`src/rtl/sign_field_picker.sv`:
```
module sign_field_picker #(
  parameter int DW         = 32,
  parameter int HOLD_LINES = 10
) (
  input  logic          clk,
  input  logic          rst_n,
  input  logic          prog_i,
  input  logic          line_i,
  input  logic          valid_i,
  input  logic [DW-1:0] result_i,
  input  logic          auto_en_i,
  input  logic [1:0]    man_code_i,
  output logic [1:0]    field_o,
  output logic [1:0]    ind_o
);
  localparam int CW = $clog2(HOLD_LINES + 1);
  localparam logic [CW-1:0] HOLD_INIT = CW'(HOLD_LINES);

  logic [1:0]    held;
  logic [1:0]    need;
  logic [CW-1:0] wait_cnt;
  logic          line_q;
  logic          line_fall;
  logic          sample;

  wire top5_same  = (result_i[DW-1 -: 5]  == {5{result_i[DW-1]}});
  wire top9_same  = (result_i[DW-1 -: 9]  == {9{result_i[DW-1]}});
  wire top13_same = (result_i[DW-1 -: 13] == {13{result_i[DW-1]}});

  always_comb begin
    if (!top5_same)       need = 2'd0;
    else if (!top9_same)  need = 2'd1;
    else if (!top13_same) need = 2'd2;
    else                  need = 2'd3;
  end

  assign line_fall = line_q & ~line_i;
  assign sample    = valid_i && (wait_cnt == '0);

  always_ff @(posedge clk or negedge rst_n) begin
    if (!rst_n) line_q <= 1'b0;
    else        line_q <= line_i;
  end

  always_ff @(posedge clk or negedge rst_n) begin
    if (!rst_n) begin
      wait_cnt <= HOLD_INIT;
      held     <= 2'd3;
    end else if (prog_i) begin
      wait_cnt <= HOLD_INIT;
      held     <= 2'd3;
    end else begin
      if (line_fall && wait_cnt != '0) wait_cnt <= wait_cnt - 1'b1;
      if (sample && need < held)       held     <= need;
    end
  end

  assign ind_o   = held;
  assign field_o = auto_en_i ? held : man_code_i;

  a_r3_sticky: assert property (@(posedge clk) disable iff (!rst_n)
    !prog_i |=> held <= $past(held));

  a_r5_prog_clear: assert property (@(posedge clk) disable iff (!rst_n)
    prog_i |=> (held == 2'd3) && (wait_cnt == HOLD_INIT));

  a_r6_frozen: assert property (@(posedge clk) disable iff (!rst_n)
    (wait_cnt != '0) |-> held == 2'd3);

  a_r6_count_on_fall: assert property (@(posedge clk) disable iff (!rst_n)
    (!prog_i && !line_fall) |=> $stable(wait_cnt));

  a_r7_invalid_ignored: assert property (@(posedge clk) disable iff (!rst_n)
    (!prog_i && !valid_i) |=> $stable(held));
endmodule

```
`config.mk`:
```
export PLATFORM = sky130hd
export DESIGN_NAME = sign_field_picker
export DESIGN_NICKNAME = d
export VERILOG_FILES = /design/src/rtl/sign_field_picker.sv
export SDC_FILE = /design/constraint.sdc
export NUM_CORES = 1
export LEC_CHECK = 0
export ABC_CLOCK_PERIOD_IN_PS = 1900
export BUFFER_PORTS_ARGS = -buffer_cell sky130_fd_sc_hd__clkbuf_2
export CORE_UTILIZATION = 36
export DETAILED_ROUTE_END_ITERATION = 16
export MAX_ROUTING_LAYER = met4
export PLACE_DENSITY = 0.79
export SETUP_SLACK_MARGIN = 0.02
export SLEW_MARGIN = 20
export SYNTH_ARGS = -nofsm -noshare
export SYNTH_HDL_FRONTEND = slang
export SYNTH_SLANG_ARGS = --single-unit
```
`constraint.sdc`:
```
create_clock -name clk -period 1.9 [get_ports clk]
set_input_delay 0.38 -clock clk [delete_from_list [all_inputs] [get_ports clk]]
set_output_delay 0.38 -clock clk [all_outputs]
set_load 0.1 [all_outputs]
```
-- After elaboration in Yosys (flattened, before gate mapping)
Index checks and enable logic that the tools add are counted.
- output and inout port bits: 4
- flip-flop bits (word level): 7
- logic and storage cells: 25
- bits of input ports: 40
- bitwise gates (word level): 2
- add/subtract/negate cells: 1
- $lt $le $gt $ge: 1
- equal/unequal tests: 3
- mux-type cells: 8
- reductions and logical operators: 7
- operators by type and width (kind ; count):
    12-bit equality test ; 1
    2-bit 2-to-1 mux ; 5
    8-bit equality test ; 1
    4-bit 2-to-1 mux ; 2
    4-bit equality test ; 1
    4-bit zero test ; 1
    2-bit nonzero test ; 2
    4-bit nonzero test ; 1
    4-bit by 1-bit subtractor with 4-bit output, second input constant ; 1
    1-bit logical AND ; 3
    2-bit < comparator ; 1
    1-bit bitwise AND ; 1
    1-bit 2-to-1 mux ; 1
    1-bit inverter ; 1

-- Longest topological paths before layout
Gate-level depths: netlist of run 1.
- depth in word-level cells: 8
- mapped depth: 9
- gate-level depth less buffers: 9

-- Least setup slack after synthesis of run 1
Ideal clock, no wire load.
- path kind: flip-flop to flip-flop
- start: register held[1], in the netlist ind_o[1]
- end: register held[1], in the netlist ind_o[1]
- buffers on the path: 0
- stages on the path, launching flop included: 7
- data required time: 1825 ps
- period minus slack after synthesis: 1957 ps
- setup time: 75 ps
- data arrival time: 1883 ps
- slack: -57 ps
- cells stage by stage: dfstp_2 -> inv_1 -> ha_1 -> nor2b_1 -> nand2_1 -> or3b_1 -> o211ai_2
- longest elaborated chain between the ends: 3
- RTL lines (item ; line ; source):
    start, declared ; 19 ; logic [1:0] held;
    start signal, assigned ; 54 ; if (sample && need < held) held <= need;
    2-bit < comparator ; 54 ;
    1-bit logical AND ; 54 ;
    2-bit nonzero test (no line) ; - ;
Every way passes these cells.
A chain may end at the register's enable or synchronous reset.

-- Worst setup path after layout of run 1
Ends and elaborated chain as after synthesis.

==> reports/summary.txt, run 1 <==
proportion of power drawn by flip-flops and latches: 41.7%
GR peak layer: met2
area of the mapped netlist: 520.5 sq um
Area growth syn-to-layout: 45.91%
vias post-DR: 512
area of the core region: 0.001318 sq mm
TritonCTS sink count: 7
number of buffers created by CTS: 3
Worst VDD drop: 386.6 uV
number of storage elements in the synthesis netlist: 7
Syn Area/Cell: 9.639 sq um
sum of buffers and inverters on the critical path: 1
setup skew after layout: 4.016 ps
Final Critical Period: 1779 ps
total global routing track utilization: 14.92%
clock-pin slew of the registers on the worst-case setup and hold paths: 50 ps
Final Max Slew Viols: 0
Ports: 44
antenna violations before repair: 0
cell count after synthesis: 54
final number of hold-violating endpoints: 0
Post-CTS Repair Setup Buffers: 0
detailed-route wire length per cell: 10.25 um
insertion delay to the later sink of the worst-skew pair: 240 ps
Inserted Diodes: 0
end of the worst register-to-register path: ind_o[1]$_DFFE_PN1P_
RSZ-0062 raised after global routing: false
area of the die: 0.001602 sq mm
global-route met2 utilization: 29.03%
HP Class: in -> reg
top fanout value on the critical path: 4
Clk pwr share: 32.3%
# Max-Cap Violations: 0
leakage component of the power: 0.3662 nW
RePlAce Congestion: 0.7128
DRT antenna net count: 0
Port Buf Inserts: 24
worst hold stages: 1
worst slack at placement: -182.2 ps
GRT Residual Overflow: 0
cell-by-cell trace of the critical path: inv_1 -> ha_1 -> nor2b_2 -> nand2_1 -> or3b_1 -> o211ai_2
maximum number of pins on one net before global-route repair: 8
proportion of layout cells with a drive suffix above 1: 49.43%
sum of net half-perimeters after detailed placement: 926.1 um
post-route DRC violation count: 0
Reg-to-Reg Start: ind_o[1]$_DFFE_PN1P_
top library cells by usage in the layout, fill and taps aside: 23 x clkbuf_2, 6 x inv_1, 4 x nor2_1, 4 x nand2_1, 4 x buf_4
count of non-filler cells in the finished layout: 102
Root Buffer Master: clkbuf_4
wire length of the first global-routing pass: 1566 um
# rows: 13
Net Switching: 0.1055 mW
DRT Pass-1 Iters: 2
number of cell instances on the worst register-to-register path: 6
end of the worst hold path: line_q$_DFF_PN0_
Initial Util: 39.51%
worst setup path category: reg -> reg
TritonCTS clock tree: done
critical path's largest stage delay: 630 ps
slowest library cell on the worst path: dfstp_4
Min-Delay Startpoint: line_i
number of global-route vias before repair: 472
chip height: 40.03 um
max frequency: 562.3 MHz
Net Count, Synth: 97
power density of the placed cells: 512.7 mW/mm^2
average via count per standard cell: 5.020
count of unique library cells instantiated by Yosys: 27
register-to-register setup slack: 120 ps
switching part of the total: 27.10%
worst path required time: 2070 ps
H-tree Lvls: 1
1st-iter DRT viols: 5
Critical Path Source Type: flop
most common cell after layout, fill and taps aside: clkbuf_2
Crit path max-delay family: simple AND/OR/NAND/NOR gates
share of synthesized area occupied by flip-flops and latches: 34.62%
Max-Slew Margin vs Limit: 64.32%
met1 Resource Use GR: 13.95%
maximum buffer depth of the clock tree: 2
final setup vio count: 0
met3 track utilization from global routing: 3.333%
final core utilization: 57.64%
Total Routed Length: 1045 um
part of the total power dissipated in combinational logic: 26.0%
Die X: 40.03 um
result of the run: complete, no violations
critical path endpoint category: flop
worst setup slack after layout: 121.5 ps
number of instances in the placed design: 97
count of nets after finishing: 131
Ys Warns: 0
Internal: 0.2839 mW
data arrival time of the critical path: 1940 ps
Final Cycle Share: 93.61%
transition time at the pin with the least slew margin: 537.4 ps
[stage by stage]
stage	instance area (sq um)	setup TNS, ps	total power [mW]	hold WS (ps)
CTS	744.5	0	0.3924	257.3
global route	759.5	0	0.4108	250.8
finish	759.5	0	0.3894	260.2
floorplan	524.3	0	0.2163	84.41
global placement	708.2	-253.1	0.2592	215.3
detailed placement	708.2	-359.8	0.2632	218.4
[worst reg2reg max path: stages, from the launching register on]
cell	delay, ps
dfstp_4	630
inv_1	50
ha_1	190
nor2b_2	130
nand2_1	120
or3b_1	420
o211ai_2	160
[how the worst max path moves through the flow]
| stage | from | to | slack, ps | cells after the start |
|---|---|---|---|---|
| final | ind_o[1]$_DFFE_PN1P_ | ind_o[1]$_DFFE_PN1P_ | 120 | 6 |
| after detailed placement | result_i[31] | ind_o[0]$_DFFE_PN1P_ | -180 | 8 |
| after global placement | result_i[31] | ind_o[0]$_DFFE_PN1P_ | -130 | 8 |
| after CTS | result_i[31] | ind_o[0]$_DFFE_PN1P_ | 70 | 8 |
| after floorplan | ind_o[1]$_DFFE_PN1P_ | ind_o[1]$_DFFE_PN1P_ | 40 | 6 |
| after global routing | result_i[25] | ind_o[1]$_DFFE_PN1P_ | 6 | 9 |
[power by group through the flow]
stage / registers (mW) / logic (mW) / clock network, mW
6_report: 0.162 / 0.101 / 0.126
3_5_place_dp: 0.164 / 0.0989 / 0
2_1_floorplan: 0.166 / 0.0505 / 0
5_1_grt: 0.163 / 0.110 / 0.138
4_1_cts: 0.162 / 0.101 / 0.129
3_3_place_gp: 0.164 / 0.0952 / 0
[synthesized netlist by cell type]
master     n  area (sq um)
inv_1      6         22.52
dfstp_2    4         105.1
nand2_1    4         15.01
nor2_1     4         15.01
dfrtp_1    3         75.07
ha_1       3         37.54
nand3_1    3         15.01
mux2_2     2         22.52
mux2i_1    2         20.02
nand4_1    2         12.51
nor2b_1    2         12.51
o21ai_0    2         10.01
or3b_1     2         17.52
xor2_1     2         17.52
a2bb2oi_1  1         8.760
and4_1     1         8.760
mux2i_4    1         22.52
nor3_1     1         5.000
nor3b_1    1         7.510
nor4_1     1         6.260
o211ai_1   1         7.510
o211ai_2   1         12.51
o21a_1     1         7.510
o221ai_1   1         8.760
or4_1      1         7.510
or4_4      1         11.26
xnor2_1    1         8.760
[cells by family (layout without fill, tap and decap cells)]
logic type | Yosys count | count (layout) | synth area share [%]
mux | 5 | 5 | 12.50
simple gates | 23 | 23 | 25.72
xor+xnor | 3 | 3 | 5.049
fa+ha+maj | 3 | 3 | 7.212
compound gates | 7 | 7 | 10.58
buf+inv | 6 | 39 | 4.327
flops | 7 | 7 | 34.61
[cell type report]
| type | instances | area, sq um |
|---|---|---|
| inverter | 6 | 22.52 |
| clock buffer | 4 | 26.28 |
| tap | 15 | 18.77 |
| sequential | 7 | 183.9 |
| multi-input combinational | 41 | 332.8 |
| fill | 128 | 558.0 |
| timing repair buffer | 29 | 175.2 |
[registers in the layout (all words and copies together) (netlist names)]
register  count
line_q        1
wait_cnt      4
ind_o         2
[timing repair]
item / CTS / global route
hold buffers: 1 / 0
endpoints found under the setup margin: 0 / 2
gates resized for setup: 0 / 4
hold endpoints to repair: 3 / 0
[metal layers]
| layer | vias to the layer above | wire [um] |
|---|---|---|
| met5 | - | 0 |
| li1 | 265 | - |
| met2 | 20 | 534 |
| met3 | 0 | 63 |
| met1 | 227 | 447 |
| met4 | 0 | 0 |
Note: power is estimated with default switching activity, not from simulation.
==> inputs of run 2 (changes only) <==
--- a/config.mk
+++ b/config.mk
@@ -7,7 +7,9 @@
 export LEC_CHECK = 0
 export ABC_CLOCK_PERIOD_IN_PS = 1900
 export BUFFER_PORTS_ARGS = -buffer_cell sky130_fd_sc_hd__clkbuf_2
+export CORE_ASPECT_RATIO = 0.9
 export CORE_UTILIZATION = 36
+export CTS_BUF_LIST = sky130_fd_sc_hd__clkbuf_16
 export DETAILED_ROUTE_END_ITERATION = 16
 export MAX_ROUTING_LAYER = met4
 export PLACE_DENSITY = 0.79
==> reports/summary.txt, run 2 (synthesized netlist as in run 1, its figures left out) <==
result of the run: complete, no violations
final number of hold-violating endpoints: 0
sum of net half-perimeters after detailed placement: 913.7 um
part of the total power dissipated in combinational logic: 16.2%
clock-pin slew of the registers on the worst-case setup and hold paths: 30 ps
max frequency: 559.1 MHz
fillers: 114
total global routing track utilization: 17.64%
TritonCTS sink count: 7
vias post-DR: 524
setup skew after layout: 1.120 ps
Worst VDD drop: 561.7 uV
register-to-register setup slack: 130 ps
most common cell after layout, fill and taps aside: clkbuf_2
average via count per standard cell: 5.293
Total Routed Length: 1197 um
Internal: 0.4760 mW
Inserted Diodes: 0
Net Switching: 0.1358 mW
DRT antenna net count: 0
number of cell instances on the worst register-to-register path: 6
worst hold slack across all endpoints: 278.9 ps
chip height: 38.07 um
wire length of the first global-routing pass: 1945 um
length of routed wiring on met1: 491 um
proportion of layout cells with a drive suffix above 1: 48.24%
leakage component of the power: 0.3812 nW
# rows: 12
final setup vio count: 0
top library cells by usage in the layout, fill and taps aside: 23 x clkbuf_2, 7 x inv_1, 4 x nor2_1, 4 x nand2_1
power density of the placed cells: 771.2 mW/mm^2
Root Buffer Master: clkbuf_16
antenna violations before repair: 0
insertion delay to the later sink of the worst-skew pair: 230 ps
Final Cycle Share: 94.14%
number of instances in the placed design: 94
Top reg by flops: wait_cnt
Clk pwr share: 57.0%
data arrival time of the critical path: 1940 ps
GRT Residual Overflow: 0
Detail Route met2 WL: 637 um
maximum buffer depth of the clock tree: 2
TritonCTS clock tree: done
top fanout value on the critical path: 5
transition time at the pin with the least slew margin: 538.5 ps
area of the die: 0.001602 sq mm
area of the core region: 0.001291 sq mm
Area growth syn-to-layout: 52.40%
end of the worst register-to-register path: ind_o[1]$_DFFE_PN1P_
Final Max Slew Viols: 0
end of the worst hold path: line_q$_DFF_PN0_
switching part of the total: 22.19%
worst hold stages: 1
Post-CTS Repair Setup Buffers: 0
RSZ-0062 raised after global routing: true
1st-iter DRT viols: 7
# Max-Cap Violations: 0
total power consumption of the routed design: 0.6117 mW
RePlAce Congestion: 0.7749
count of non-filler cells in the finished layout: 99
number of global-route vias before repair: 484
number of buffers created by CTS: 3
critical path endpoint category: flop
detailed-route wire length per cell: 12.09 um
Reg-to-Reg Start: ind_o[1]$_DFFE_PN1P_
highest signal layer in the routed design: met4
Min-Delay Startpoint: line_i
Initial Util: 40.31%
final core utilization: 61.43%
proportion of power drawn by flip-flops and latches: 26.7%
maximum number of pins on one net before global-route repair: 8
post-route DRC violation count: 0
Port Buf Inserts: 24
Critical Path Source Type: input pin
H-tree Lvls: 1
worst setup path category: in -> reg
Ports: 44
DRT Pass-1 Iters: 4
count of nets after finishing: 129
Final Critical Period: 1789 ps
Die X: 42.08 um
HP Class: in -> reg
Max-Slew Margin vs Limit: 64.25%
worst path required time: 2060 ps
met3 wire len: 61 um
number of flip-flops in the largest register: 4
[run 2: cell count changes in the layout (fill, tap and decap cells not counted), sizes merged]
| cell | before | now |
|---|---|---|
| buf | 5 | 3 |
| clkbuf | 27 | 26 |
| inv | 6 | 7 |
[run 2: worst max path at each step]
stage	startpoint	endpoint	slack (ps)	depth (start not counted)
finish	result_i[31]	ind_o[0]$_DFFE_PN1P_	110	8
global route	result_i[31]	ind_o[0]$_DFFE_PN1P_	-10	8
CTS	result_i[31]	ind_o[0]$_DFFE_PN1P_	80	8
detailed placement	result_i[31]	ind_o[0]$_DFFE_PN1P_	-150	8
global placement	result_i[31]	ind_o[0]$_DFFE_PN1P_	-110	8
floorplan	ind_o[1]$_DFFE_PN1P_	ind_o[1]$_DFFE_PN1P_	40	6
[run 2: critical path, stage by stage]
cell and delay (ps):
clkbuf_2 120, or4_4 530, mux2i_4 160, inv_1 60, nor2_1 100, ha_1 270
o21ai_1 160, a2bb2oi_1 170
[run 2: stage by stage]
stage	setup WS (ps)	setup TNS [ps]	cell area [sq um]
floorplan	43.07	0	524.3
global placement	-110.7	-206.5	691.9
detailed placement	-147.6	-289.5	691.9
CTS	81.31	0	780.7
global route	-10.41	-10.41	793.3
finish	111.4	0	793.3
[run 2: timing repair]
item / CTS / global route
endpoints found under the hold margin: 3 / 0
setup endpoints to repair: 0 / 2
gates resized for setup: 0 / 4
hold buffers: 1 / 0
[run 2: cell type report]
type                    instances  area (sq um)  area share [%]
clock buffers                   3         75.07           9.464
clock inverters                 1         3.754          0.4732
inverters                       6         22.52           2.839
multi-input cells              41         330.3           41.64
flip-flops and latches          7         183.9           23.19
well taps                      14         17.52           2.208
repair buffers                 27         160.2           20.19
[run 2: power groups by stage]
stage	combinational (mW)	clock [mW]	sequential, mW
after floorplan	0.0505	0	0.166
after global placement	0.0930	0	0.164
after detailed placement	0.0951	0	0.165
after CTS	0.0980	0.353	0.163
after global routing	0.108	0.367	0.164
final	0.0994	0.349	0.164
[run 2: layer usage]
layer | vias to the layer above | track usage [%]
met5 | - | -
met4 | 0 | 10.16
met3 | 2 | 8.491
met2 | 16 | 27.73
met1 | 244 | 18.55
li1 | 262 | -
==> inputs of run 3 (changes only) <==
--- a/config.mk
+++ b/config.mk
@@ -5,9 +5,8 @@
 export SDC_FILE = /design/constraint.sdc
 export NUM_CORES = 1
 export LEC_CHECK = 0
-export ABC_CLOCK_PERIOD_IN_PS = 1900
+export ABC_CLOCK_PERIOD_IN_PS = 1800
 export BUFFER_PORTS_ARGS = -buffer_cell sky130_fd_sc_hd__clkbuf_2
-export CORE_ASPECT_RATIO = 0.9
 export CORE_UTILIZATION = 36
 export CTS_BUF_LIST = sky130_fd_sc_hd__clkbuf_16
 export DETAILED_ROUTE_END_ITERATION = 16
==> constraint.sdc (replaced) <==
create_clock -name clk -period 1.8 [get_ports clk]
set_input_delay 0.36 -clock clk [delete_from_list [all_inputs] [get_ports clk]]
set_output_delay 0.36 -clock clk [all_outputs]
set_load 0.1 [all_outputs]
==> reports/summary.txt, run 3 (synthesized netlist as in run 1, its figures left out) <==
Die X: 40.03 um
worst hold stages: 1
Initial Util: 39.51%
Port Buf Inserts: 24
Min-Delay Startpoint: line_i
# rows: 13
chip height: 40.03 um
worst hold slack across all endpoints: 251.0 ps
Area growth syn-to-layout: 61.54%
proportion of layout cells with a drive suffix above 1: 52.81%
area of the die: 0.001602 sq mm
result of the run: complete, no violations
Total Routed Length: 1217 um
detailed-route wire length per cell: 11.70 um
RePlAce Congestion: 0.7304
Final Cycle Share: 96.01%
power density of the placed cells: 785.9 mW/mm^2
count of nets after finishing: 133
Critical Path Source Type: input pin
1st-iter DRT viols: 4
antenna violations before repair: 0
# Max-Cap Violations: 0
area of the core region: 0.001318 sq mm
H-tree Lvls: 1
worst setup path category: in -> reg
post-route DRC violation count: 0
HP Class: in -> reg
top fanout value on the critical path: 3
transition time at the pin with the least slew margin: 539.4 ps
max frequency: 578.6 MHz
worst path required time: 1960 ps
total global routing track utilization: 16.13%
number of flip-flops in the largest register: 4
DRT antenna net count: 0
final setup vio count: 0
fillers: 104
Top reg by flops: wait_cnt
critical path endpoint category: flop
Inserted Diodes: 0
TritonCTS clock tree: done
number of cell instances on the worst register-to-register path: 6
insertion delay to the later sink of the worst-skew pair: 230 ps
Final Critical Period: 1728 ps
leakage component of the power: 0.4087 nW
Final Max Slew Viols: 0
clock-pin slew of the registers on the worst-case setup and hold paths: 40 ps
setup skew after layout: 0.6214 ps
DRT Pass-1 Iters: 2
top library cells by usage in the layout, fill and taps aside: 21 x clkbuf_2, 7 x buf_4, 6 x inv_1, 4 x nor2_1
vias post-DR: 534
register-to-register setup slack: 100 ps
most common cell after layout, fill and taps aside: clkbuf_2
data arrival time of the critical path: 1880 ps
end of the worst hold path: line_q$_DFF_PN0_
Ports: 44
placement-stage cell area: 720.7 sq um
TritonCTS sink count: 7
RSZ-0062 raised after global routing: true
count of non-filler cells in the finished layout: 104
wire length of the first global-routing pass: 1559 um
end of the worst register-to-register path: ind_o[1]$_DFFE_PN1P_
sum of net half-perimeters after detailed placement: 887 um
maximum buffer depth of the clock tree: 2
number of buffers created by CTS: 3
Post-Layout Inst Area: 840.8 sq um
number of instances in the placed design: 97
Root Buffer Master: clkbuf_16
number of global-route vias before repair: 462
Max-Slew Margin vs Limit: 64.20%
Worst VDD drop: 649.5 uV
GRT Residual Overflow: 0
Reg-to-Reg Start: ind_o[1]$_DFFE_PN1P_
average via count per standard cell: 5.135
final number of hold-violating endpoints: 0
maximum number of pins on one net before global-route repair: 8
==> run 3: timing repair <==
item                       CTS  global route
gates resized for setup      0             4
hold endpoints to repair     3             0
setup endpoints to repair    1             2
gates cloned                 0             0
hold buffers                 1             0
setup buffers                1             1
pin swaps                    0             3
==> run 3: worst max-delay path, stage by stage <==
cell and delay, ps:
buf_6 90, or4_4 530, mux2i_4 160, inv_1 50, nor2_1 90, ha_1 270
o21ai_1 150, a2bb2oi_1 180
==> run 3: layout make-up <==
type / instances / area (sq um) / share of cell area (%)
clock buffer: 3 / 75.07 / 8.929
clock inverter: 1 / 3.754 / 0.4464
inverter: 6 / 22.52 / 2.679
multi-input combinational: 41 / 337.8 / 40.18
sequential: 7 / 183.9 / 21.87
tap: 15 / 18.77 / 2.232
timing repair buffer: 31 / 198.9 / 23.66
==> run 3: stage by stage <==
step / util, % / power (mW) / setup WS [ps] / TNS (ps)
after CTS: 62.01 / 0.6647 / 23.61 / 0
final: 63.82 / 0.6608 / 71.80 / 0
after floorplan: - / 0.2297 / -14.77 / -14.77
after global routing: 63.82 / 0.6855 / -2.220 / -2.220
after global placement: 54.70 / 0.2757 / -193.8 / -364.4
after detailed placement: 54.70 / 0.2790 / -207.1 / -410.3
==> run 3: how the worst max path moves through the flow <==
stage	start	endpoint	slack, ps
CTS	result_i[31]	ind_o[1]$_DFFE_PN1P_	20
finish	result_i[28]	ind_o[0]$_DFFE_PN1P_	70
global route	result_i[28]	ind_o[0]$_DFFE_PN1P_	-2
floorplan	ind_o[1]$_DFFE_PN1P_	ind_o[1]$_DFFE_PN1P_	-10
global placement	result_i[25]	ind_o[1]$_DFFE_PN1P_	-190
detailed placement	result_i[31]	ind_o[1]$_DFFE_PN1P_	-210
==> run 3: layer usage <==
layer	up-vias	wire length (um)	track usage, %
li1	267	-	-
met1	242	464	13.31
met2	21	634	29.03
met3	4	79	5.000
met4	0	40	12.93
met5	-	0	-
==> run 3: power by group <==
| part | switching, mW | total (mW) | internal (mW) | leakage [nW] |
|---|---|---|---|---|
| Sequential | 0.00488 | 0.172 | 0.167 | 0.0807 |
| Clock | 0.0876 | 0.377 | 0.289 | 0.0423 |
| Combinational | 0.0592 | 0.112 | 0.0524 | 0.286 |
